File: src/rtl/alu8_pkg.sv
package alu8_pkg;

   typedef enum logic [3:0] {
      OP_ADD = 4'd0,
      OP_SUB = 4'd1,
      OP_AND = 4'd2,
      OP_IOR = 4'd3,
      OP_XOR = 4'd4,
      OP_COM = 4'd5,
      OP_RRC = 4'd6,
      OP_RLC = 4'd7,
      OP_SWP = 4'd8
   } alu_op_e;

   typedef struct packed {
      logic z;
      logic dc;
      logic c;
   } flag_set_t;

   localparam flag_set_t UPD_NONE  = '{z: 1'b0, dc: 1'b0, c: 1'b0};
   localparam flag_set_t UPD_ALL   = '{z: 1'b1, dc: 1'b1, c: 1'b1};
   localparam flag_set_t UPD_ZERO  = '{z: 1'b1, dc: 1'b0, c: 1'b0};
   localparam flag_set_t UPD_CARRY = '{z: 1'b0, dc: 1'b0, c: 1'b1};

endpackage

File: src/rtl/alu8_nib_adder.sv
module alu8_nib_adder #(
   parameter int NIB_W = 4
) (
   input  logic [NIB_W-1:0] a,
   input  logic [NIB_W-1:0] b,
   input  logic             cin,
   output logic [NIB_W-1:0] sum,
   output logic             cout
);
   logic [NIB_W:0] wide;

   always_comb begin
      wide = {1'b0, a} + {1'b0, b} + {{NIB_W{1'b0}}, cin};
      sum  = wide[NIB_W-1:0];
      cout = wide[NIB_W];
   end
endmodule

File: src/rtl/alu8_adder.sv
module alu8_adder #(
   parameter int WIDTH = 8,
   parameter int NIB_W = 4
) (
   input  logic [WIDTH-1:0] a,
   input  logic [WIDTH-1:0] b,
   input  logic             cin,
   output logic [WIDTH-1:0] sum,
   output logic             cout,
   output logic             dcout
);
   localparam int NIBS = WIDTH / NIB_W;

   generate
      if (WIDTH % NIB_W != 0) begin : g_bad_split
         $error("alu8_adder: WIDTH must be a multiple of NIB_W");
      end
      if (NIBS < 2) begin : g_bad_count
         $error("alu8_adder: need at least two nibbles");
      end
   endgenerate

   logic [NIBS:0] chain;
   assign chain[0] = cin;

   for (genvar n = 0; n < NIBS; n++) begin : g_nib
      alu8_nib_adder #(.NIB_W(NIB_W)) u_nib (
         .a   (a[n*NIB_W +: NIB_W]),
         .b   (b[n*NIB_W +: NIB_W]),
         .cin (chain[n]),
         .sum (sum[n*NIB_W +: NIB_W]),
         .cout(chain[n+1])
      );
   end

   assign cout  = chain[NIBS];
   assign dcout = chain[1];
endmodule

File: src/rtl/alu8_logic.sv
module alu8_logic #(
   parameter int WIDTH = 8
) (
   input  alu8_pkg::alu_op_e op,
   input  logic [WIDTH-1:0]  a,
   input  logic [WIDTH-1:0]  b,
   output logic [WIDTH-1:0]  y
);
   import alu8_pkg::*;

   always_comb begin
      unique case (op)
         OP_AND:  y = a & b;
         OP_IOR:  y = a | b;
         OP_XOR:  y = a ^ b;
         default: y = ~b;
      endcase
   end
endmodule

File: src/rtl/alu8_rotate.sv
module alu8_rotate #(
   parameter int WIDTH = 8
) (
   input  logic             go_left,
   input  logic             cin,
   input  logic [WIDTH-1:0] f,
   output logic [WIDTH-1:0] y,
   output logic             cout
);
   always_comb begin
      if (go_left) begin
         y    = {f[WIDTH-2:0], cin};
         cout = f[WIDTH-1];
      end else begin
         y    = {cin, f[WIDTH-1:1]};
         cout = f[0];
      end
   end
endmodule

File: src/rtl/alu8_dc.sv
module alu8_dc #(
   parameter int WIDTH = 8,
   parameter int NIB_W = 4
) (
   input  logic [3:0]       op,
   input  logic [WIDTH-1:0] w_opnd,
   input  logic [WIDTH-1:0] f_opnd,
   input  logic             carry_in,
   output logic [WIDTH-1:0] result,
   output logic             zero_out,
   output logic             dcarry_out,
   output logic             carry_out,
   output logic             zero_upd,
   output logic             dcarry_upd,
   output logic             carry_upd
);
   import alu8_pkg::*;

   localparam int HALF = WIDTH / 2;

   generate
      if (WIDTH < 4 || WIDTH % 2 != 0) begin : g_bad_width
         $error("alu8_dc: WIDTH must be even and at least 4");
      end
   endgenerate

   alu_op_e opc;
   assign opc = alu_op_e'(op);

   logic             is_sub;
   logic [WIDTH-1:0] add_b, add_sum, log_y, rot_y, swp_y;
   logic             add_c, add_dc, rot_c;
   flag_set_t        upd;

   assign is_sub = (opc == OP_SUB);
   assign add_b  = is_sub ? ~w_opnd : w_opnd;

   alu8_adder #(.WIDTH(WIDTH), .NIB_W(NIB_W)) u_add (
      .a    (f_opnd),
      .b    (add_b),
      .cin  (is_sub),
      .sum  (add_sum),
      .cout (add_c),
      .dcout(add_dc)
   );

   alu8_logic #(.WIDTH(WIDTH)) u_log (
      .op(opc),
      .a (w_opnd),
      .b (f_opnd),
      .y (log_y)
   );

   alu8_rotate #(.WIDTH(WIDTH)) u_rot (
      .go_left(opc == OP_RLC),
      .cin    (carry_in),
      .f      (f_opnd),
      .y      (rot_y),
      .cout   (rot_c)
   );

   assign swp_y = {f_opnd[HALF-1:0], f_opnd[WIDTH-1:HALF]};

   always_comb begin
      result     = f_opnd;
      upd        = UPD_NONE;
      carry_out  = 1'b0;
      dcarry_out = 1'b0;
      case (opc)
         OP_ADD, OP_SUB: begin
            result     = add_sum;
            upd        = UPD_ALL;
            carry_out  = add_c;
            dcarry_out = add_dc;
         end
         OP_AND, OP_IOR, OP_XOR, OP_COM: begin
            result = log_y;
            upd    = UPD_ZERO;
         end
         OP_RRC, OP_RLC: begin
            result    = rot_y;
            upd       = UPD_CARRY;
            carry_out = rot_c;
         end
         OP_SWP: result = swp_y;
         default: ;
      endcase
   end

   assign zero_out   = ~|result;
   assign zero_upd   = upd.z;
   assign dcarry_upd = upd.dc;
   assign carry_upd  = upd.c;
endmodule

File: config.mk
export PLATFORM = sky130hd
export DESIGN_NAME = alu8_dc
export DESIGN_NICKNAME = d
export VERILOG_FILES = /design/src/rtl/alu8_pkg.sv /design/src/rtl/alu8_nib_adder.sv /design/src/rtl/alu8_adder.sv /design/src/rtl/alu8_logic.sv /design/src/rtl/alu8_rotate.sv /design/src/rtl/alu8_dc.sv
export SDC_FILE = /design/constraint.sdc
export NUM_CORES = 1
export LEC_CHECK = 0
export ABC_CLOCK_PERIOD_IN_PS = 14500
export BUFFER_PORTS_ARGS = -buffer_cell sky130_fd_sc_hd__buf_4
export CORE_MARGIN = 5
export CORE_UTILIZATION = 64
export DETAILED_ROUTE_END_ITERATION = 8
export PLACE_DENSITY = 0.91
export RECOVER_POWER = 50
export SYNTH_ARGS = -nofsm -noshare
export SYNTH_HDL_FRONTEND = slang
export SYNTH_HIERARCHICAL = 1
export SYNTH_SLANG_ARGS = --single-unit
File: constraint.sdc
create_clock -name vclk -period 14.5
set_clock_uncertainty 0.15 [all_clocks]
set_input_delay 2.9 -clock vclk [all_inputs]
set_output_delay 2.9 -clock vclk [all_outputs]
set_load 0.005 [all_outputs]
==> flow_summary.yaml, run 1 <==
outcome:
  status: "complete, but fails checks"
  failed_checks: "max-capacitance violations, max-slew violations"
die:
  die_y_um: 62.3
  core_sq_um: 2690
  die_x_um: 62.3
  start_util_pct: 65.2
  rows: 19
  dieArea_sq_um: 3880
  io-pin-count: 35
placement:
  dp_hpwl_um: 3760
  place.gp.congestion: 0.945
  placed_cells: 278
  post_dp_cell_area_sq_um: 1950
  numPortBuffers: 35
  post-place-ws_ns: 4.65
clock_network:
  postCtsHoldBufs: 0
  cts_setup_buffers: 0
  ctsResizeCount: 0
global_route:
  grt_pass1_wl_um: 8310
  grt-ovfl-total: 0
  grt_busiest_layer: "met2"
  use_met3_pct: 2.52
  met2_usage_pct: 41.8
  grt_pass1_vias: 1722
  globalRouteMet1Util_pct: 33.2
  antenna_found_initial: 0
  grt_max_degree: 35
  track_usage_pct: 24.9
setup_path:
  critPathSlowestCell: "clkbuf_1"
  cp_max_fo: 34
  path_class: "in -> out"
  cpPeakStageDelay_ns: 1.16
  arrival_ns: 7.91
  cp_cell_sequence: "clkbuf_1, nor3_1, and2_0, xor2_1, fa_1, inv_1, fa_1, nor2b_1, o21ai_0, nand2b_1, fa_1, a21o_1, a21oi_2, xnor2_1, a22oi_1, o32a_1, nand4b_1, nor4_1, buf_4"
  critPathCaptureType: "primary output"
  cp_common_cell: "fa_1"
  cp.required_ns: 11.45
  cp-start-kind: "input pin"
routing:
  via_per_inst: 6.19
  wl_um: 4840
  routedWlPerCell_um: 17.4
  post-route-drc-count: 0
  drt_iter0_drc: 133
  ant_nets: 0
  via_count: 1721
  drt_pre_antenna_iters: 4
yosys:
  synth_area_sq_um: 1750
  synth_area_leaders: "ha_1 (16%), mux2i_1 (8.0%), mux2_4 (7.7%)"
  ys_warn_count: 6
  avgSynthCellArea_sq_um: 7.75
  synthCells: 226
  synth_nets: 273
  yosys-top-cells-count: "inv_1 (33), ha_1 (22), nor2_1 (15)"
  synth.distinct_cells: 51
  yosysSeqAreaShare_pct: 0
  netlist.area_leader.share_pct: 15.7
  yosysMostFrequentCell: "inv_1"
  yosys.area.top_type: "ha_1"
sta:
  final_hold_viol_count: 0
  worstMarginPinSlew_ns: 1.65
  fin_tns_setup_ns: 0
  hold_ws_ns: 6.12
  slew_headroom_pct: -9.96
  finalSetupViolCount: 0
  slew_violations: 35
  rsz0062_at_grt: "false"
  fin_crit_sh_pct: 75.6
  max_clock_freq_mhz: 91.2
  period_minus_slack_ns: 10.96
  setup_slack_ns: 3.54
min_path:
  holdCritPathClass: "in -> out"
layout:
  multiInputGateArea_sq_um: 1520
  fillCellCount: 218
  diodes: 0
  area_growth_pct: 11.1
  stdcell_count: 278
  seq_area_sq_um: 0
  design.seq.count: 0
  fin_area_sq_um: 1950
  clock_buffers: 0
  num-nets-final: 296
  utilization_pct: 72.4
  drive_gt1_share_pct: 23.1
power:
  p_per_area_nw_per_um2: 35.8
  peakVddDrop_mv: 0.0279
  p_leak_nw: 0.989
  power_mw: 0.0696
flow_run:
  max_cap_violations: 1
## layout by cell type (no fill, tap or decap), drive strengths merged
cell type,instances
a211oi,4
a21o,3
a21oi,16
a221oi,1
a222oi,1
a22o,1
a22oi,12
a31oi,1
a32oi,1
and2,4
and2b,7
and3,2
and3b,1
buf,31
clkbuf,4
fa,4
ha,22
inv,33
mux2,10
mux2i,14
nand2,4
nand2b,5
nand3,1
nand3b,2
nand4b,1
nor2,15
nor2b,7
nor3,3
nor4,1
o211ai,1
o21a,2
o21ai,4
o22ai,9
o311a,2
o31a,2
o31ai,1
o32a,1
or3b,1
xnor2,4
xor2,9
## final timing paths
path | start | slack (ns) | cells past startpoint | to
max | op[1] | 3.54 | 19 | zero_out
min | op[3] | 6.12 | 3 | carry_upd
## critical path, delay by kind of cell
| kind | cells | cell delay, ns |
|---|---|---|
| AND/OR/NAND/NOR | 6 | 1.29 |
| XOR/XNOR | 2 | 0.36 |
| adder cells (fa/ha/maj) | 3 | 1.04 |
| buffers and inverters | 3 | 1.40 |
| AO/OA/AOI/OAI | 5 | 0.91 |
## final cells by class
type                            instances  area share, %
Inverter                               33           6.37
Multi-Input combinational cell        179           78.3
Tap cell                               31           1.99
Timing Repair Buffer                   35           13.3
## layer usage
metal  part of all wire, %  vias to the layer above
li1                      -                      839
met1                    41                      792
met2                    49                       79
met3                   7.7                       11
met4                   2.3                        0
met5                     0                        -
## logic make-up (layout without fill, tap and decap cells)
kind of cell | Yosys count | after routing | synth area share, %
AO/OA/AOI/OAI | 62 | 62 | 25.4
XOR/XNOR | 13 | 13 | 6.50
adder cells (fa/ha/maj) | 26 | 26 | 20.3
buffers and inverters | 47 | 68 | 12.7
multiplexers | 24 | 24 | 16.4
AND/OR/NAND/NOR | 54 | 54 | 18.8
## report_power, final
part	internal, mW	switching, mW
combinational	0.0326	0.0370
sequential	0	0
clock	0	0
total	0.0326	0.0370
(Power assumes the default switching activity.)
==> run 2: changes to the inputs <==
--- a/config.mk
+++ b/config.mk
@@ -5,12 +5,12 @@
 export SDC_FILE = /design/constraint.sdc
 export NUM_CORES = 1
 export LEC_CHECK = 0
-export ABC_CLOCK_PERIOD_IN_PS = 14500
+export ABC_CLOCK_PERIOD_IN_PS = 10200
 export BUFFER_PORTS_ARGS = -buffer_cell sky130_fd_sc_hd__buf_4
 export CORE_MARGIN = 5
-export CORE_UTILIZATION = 64
+export CORE_UTILIZATION = 59
 export DETAILED_ROUTE_END_ITERATION = 8
-export PLACE_DENSITY = 0.91
+export PLACE_DENSITY = 0.85
 export RECOVER_POWER = 50
 export SYNTH_ARGS = -nofsm -noshare
 export SYNTH_HDL_FRONTEND = slang
==> constraint.sdc (replaced) <==
create_clock -name vclk -period 10.2
set_clock_uncertainty 0.15 [all_clocks]
set_input_delay 2.04 -clock vclk [all_inputs]
set_output_delay 2.04 -clock vclk [all_outputs]
set_load 0.005 [all_outputs]
==> run 2 against run 1 <==
Against the previous run:
- the run now ends clean
- combinational power grew 40%
- cell count stayed put
- sequential cell count unchanged
- sequential share of layout area unchanged
- count of clock-buffer cells in the layout did not move
- cell area is the same
- die area is 7.1% higher
- critical endpoint unchanged
- largest cell class unchanged
- total power increased by 40%
- utilization shrank 3.1 points
- global-route usage decreased by 2.6 points
- critical path depth unchanged
==> flow_summary.yaml, run 2 (synthesis results as in run 1) <==
outcome:
  status: "finished clean"
die:
  start_util_pct: 62.4
  io-pin-count: 35
  die_x_um: 64.5
  dieArea_sq_um: 4160
  core_sq_um: 2810
  rows: 19
  die_y_um: 64.5
power:
  p_leak_nw: 0.993
  swShare_pct: 52.9
  p_sw_mw: 0.0515
  p_comb_share_pct: 100.0
  internal_power_mw: 0.0459
  clockPowerShare_pct: 0
  power.share.sequential_pct: 0
  power_mw: 0.0974
  peakVddDrop_mv: 0.0295
  p_per_area_nw_per_um2: 50.0
routing:
  drt_iter0_drc: 127
  via_per_inst: 6.08
  drt_pre_antenna_iters: 4
  wl_um: 4640
  ant_nets: 0
  routedWlPerCell_um: 16.7
  post-route-drc-count: 0
  via_count: 1690
layout:
  mostFrequentLayoutCells: "buf_4 (34), inv_1 (33), ha_1 (22)"
  diodes: 0
  final_common_cell: "buf_4"
  seq_area_sq_um: 0
  num-nets-final: 296
  design.seq.count: 0
  drive_gt1_share_pct: 23.1
  clock_buffers: 0
  stdcell_count: 278
  fillCellCount: 261
  fin_area_sq_um: 1950
  area_growth_pct: 11.1
placement:
  dp_hpwl_um: 3670
  numPortBuffers: 35
  placed_cells: 278
  post_dp_cell_area_sq_um: 1950
  place.gp.congestion: 0.888
global_route:
  grt-ovfl-total: 0
  grt_busiest_layer: "met2"
  use_met3_pct: 0.173
  antenna_found_initial: 0
  track_usage_pct: 22.3
  grt_pass1_wl_um: 7660
  met2_usage_pct: 40.9
  globalRouteMet1Util_pct: 30.6
  grt_max_degree: 35
  grt_pass1_vias: 1598
setup_path:
  cp-start-kind: "input pin"
  critPathCaptureType: "primary output"
  cp.required_ns: 8.01
  arrival_ns: 6.16
  critPathLaunch: "op[3]"
  cp_max_fo: 26
  path_class: "in -> out"
sta:
  period_minus_slack_ns: 8.35
  hold_ws_ns: 4.38
  finalSetupViolCount: 0
  fin_tns_setup_ns: 0
  slew_violations: 0
  slew_headroom_pct: 55.5
  final_hold_viol_count: 0
  rsz0062_at_grt: "false"
  fin_crit_sh_pct: 81.9
  worstMarginPinSlew_ns: 0.667
  max_clock_freq_mhz: 120
min_path:
  holdCritPathClass: "in -> out"
  hp-start: "f_opnd[7]"
flow_run:
  max_cap_violations: 0
clock_network:
  cts_setup_buffers: 0
  ctsResizeCount: 0
  postCtsHoldBufs: 0
## run 2: changes by cell type in the layout (fill, tap and decap cells not counted), sizes merged
cell,delta
buf,+3
clkbuf,-3
## run 2: stage by stage
| stage | utilization [%] | worst slack, ns |
|---|---|---|
| floorplan | - | 2.56 |
| global route | 69.4 | 1.50 |
| finish | 69.4 | 1.85 |
| CTS | 69.7 | 2.09 |
| global placement | 69.7 | 2.25 |
| detailed placement | 69.7 | 2.10 |
## run 2: per-layer routing
metal,wire length (um),vias to the layer above
li1,-,839
met2,2280,65
met5,0,-
met3,296,2
met4,28,0
met1,2040,784
## run 2: final cells by class
type	instances	area (sq um)	share of cell area, %
Inverter	33	124	6.37
Multi-Input combinational cell	179	1520	78.1
Tap cell	31	38.8	1.99
Timing Repair Buffer	35	263	13.5
## run 2: final timing paths
kind	end	slack [ns]	depth (start not counted)
setup / recovery	zero_out	1.85	19
hold / removal	result[3]	4.38	4
## run 2: worst max-delay path: stages
cell and delay (ns):
buf_4 0.21, nor3_1 0.30, and2_0 0.60, xor2_1 0.19
fa_1 0.46, inv_1 0.09, fa_1 0.20, nor2b_1 0.05
o21ai_0 0.15, nand2b_1 0.10, fa_1 0.40, a21o_1 0.19
a21oi_2 0.14, xnor2_1 0.07, a22oi_1 0.24, o32a_1 0.20
nand4b_1 0.10, nor4_1 0.29, buf_4 0.16
## run 2: power groups by stage
stage / clock, mW / sequential (mW) / combinational (mW)
6_report: 0 / 0 / 0.0974
5_1_grt: 0 / 0 / 0.107
4_1_cts: 0 / 0 / 0.0972
3_5_place_dp: 0 / 0 / 0.0970
3_3_place_gp: 0 / 0 / 0.0948
2_1_floorplan: 0 / 0 / 0.0651
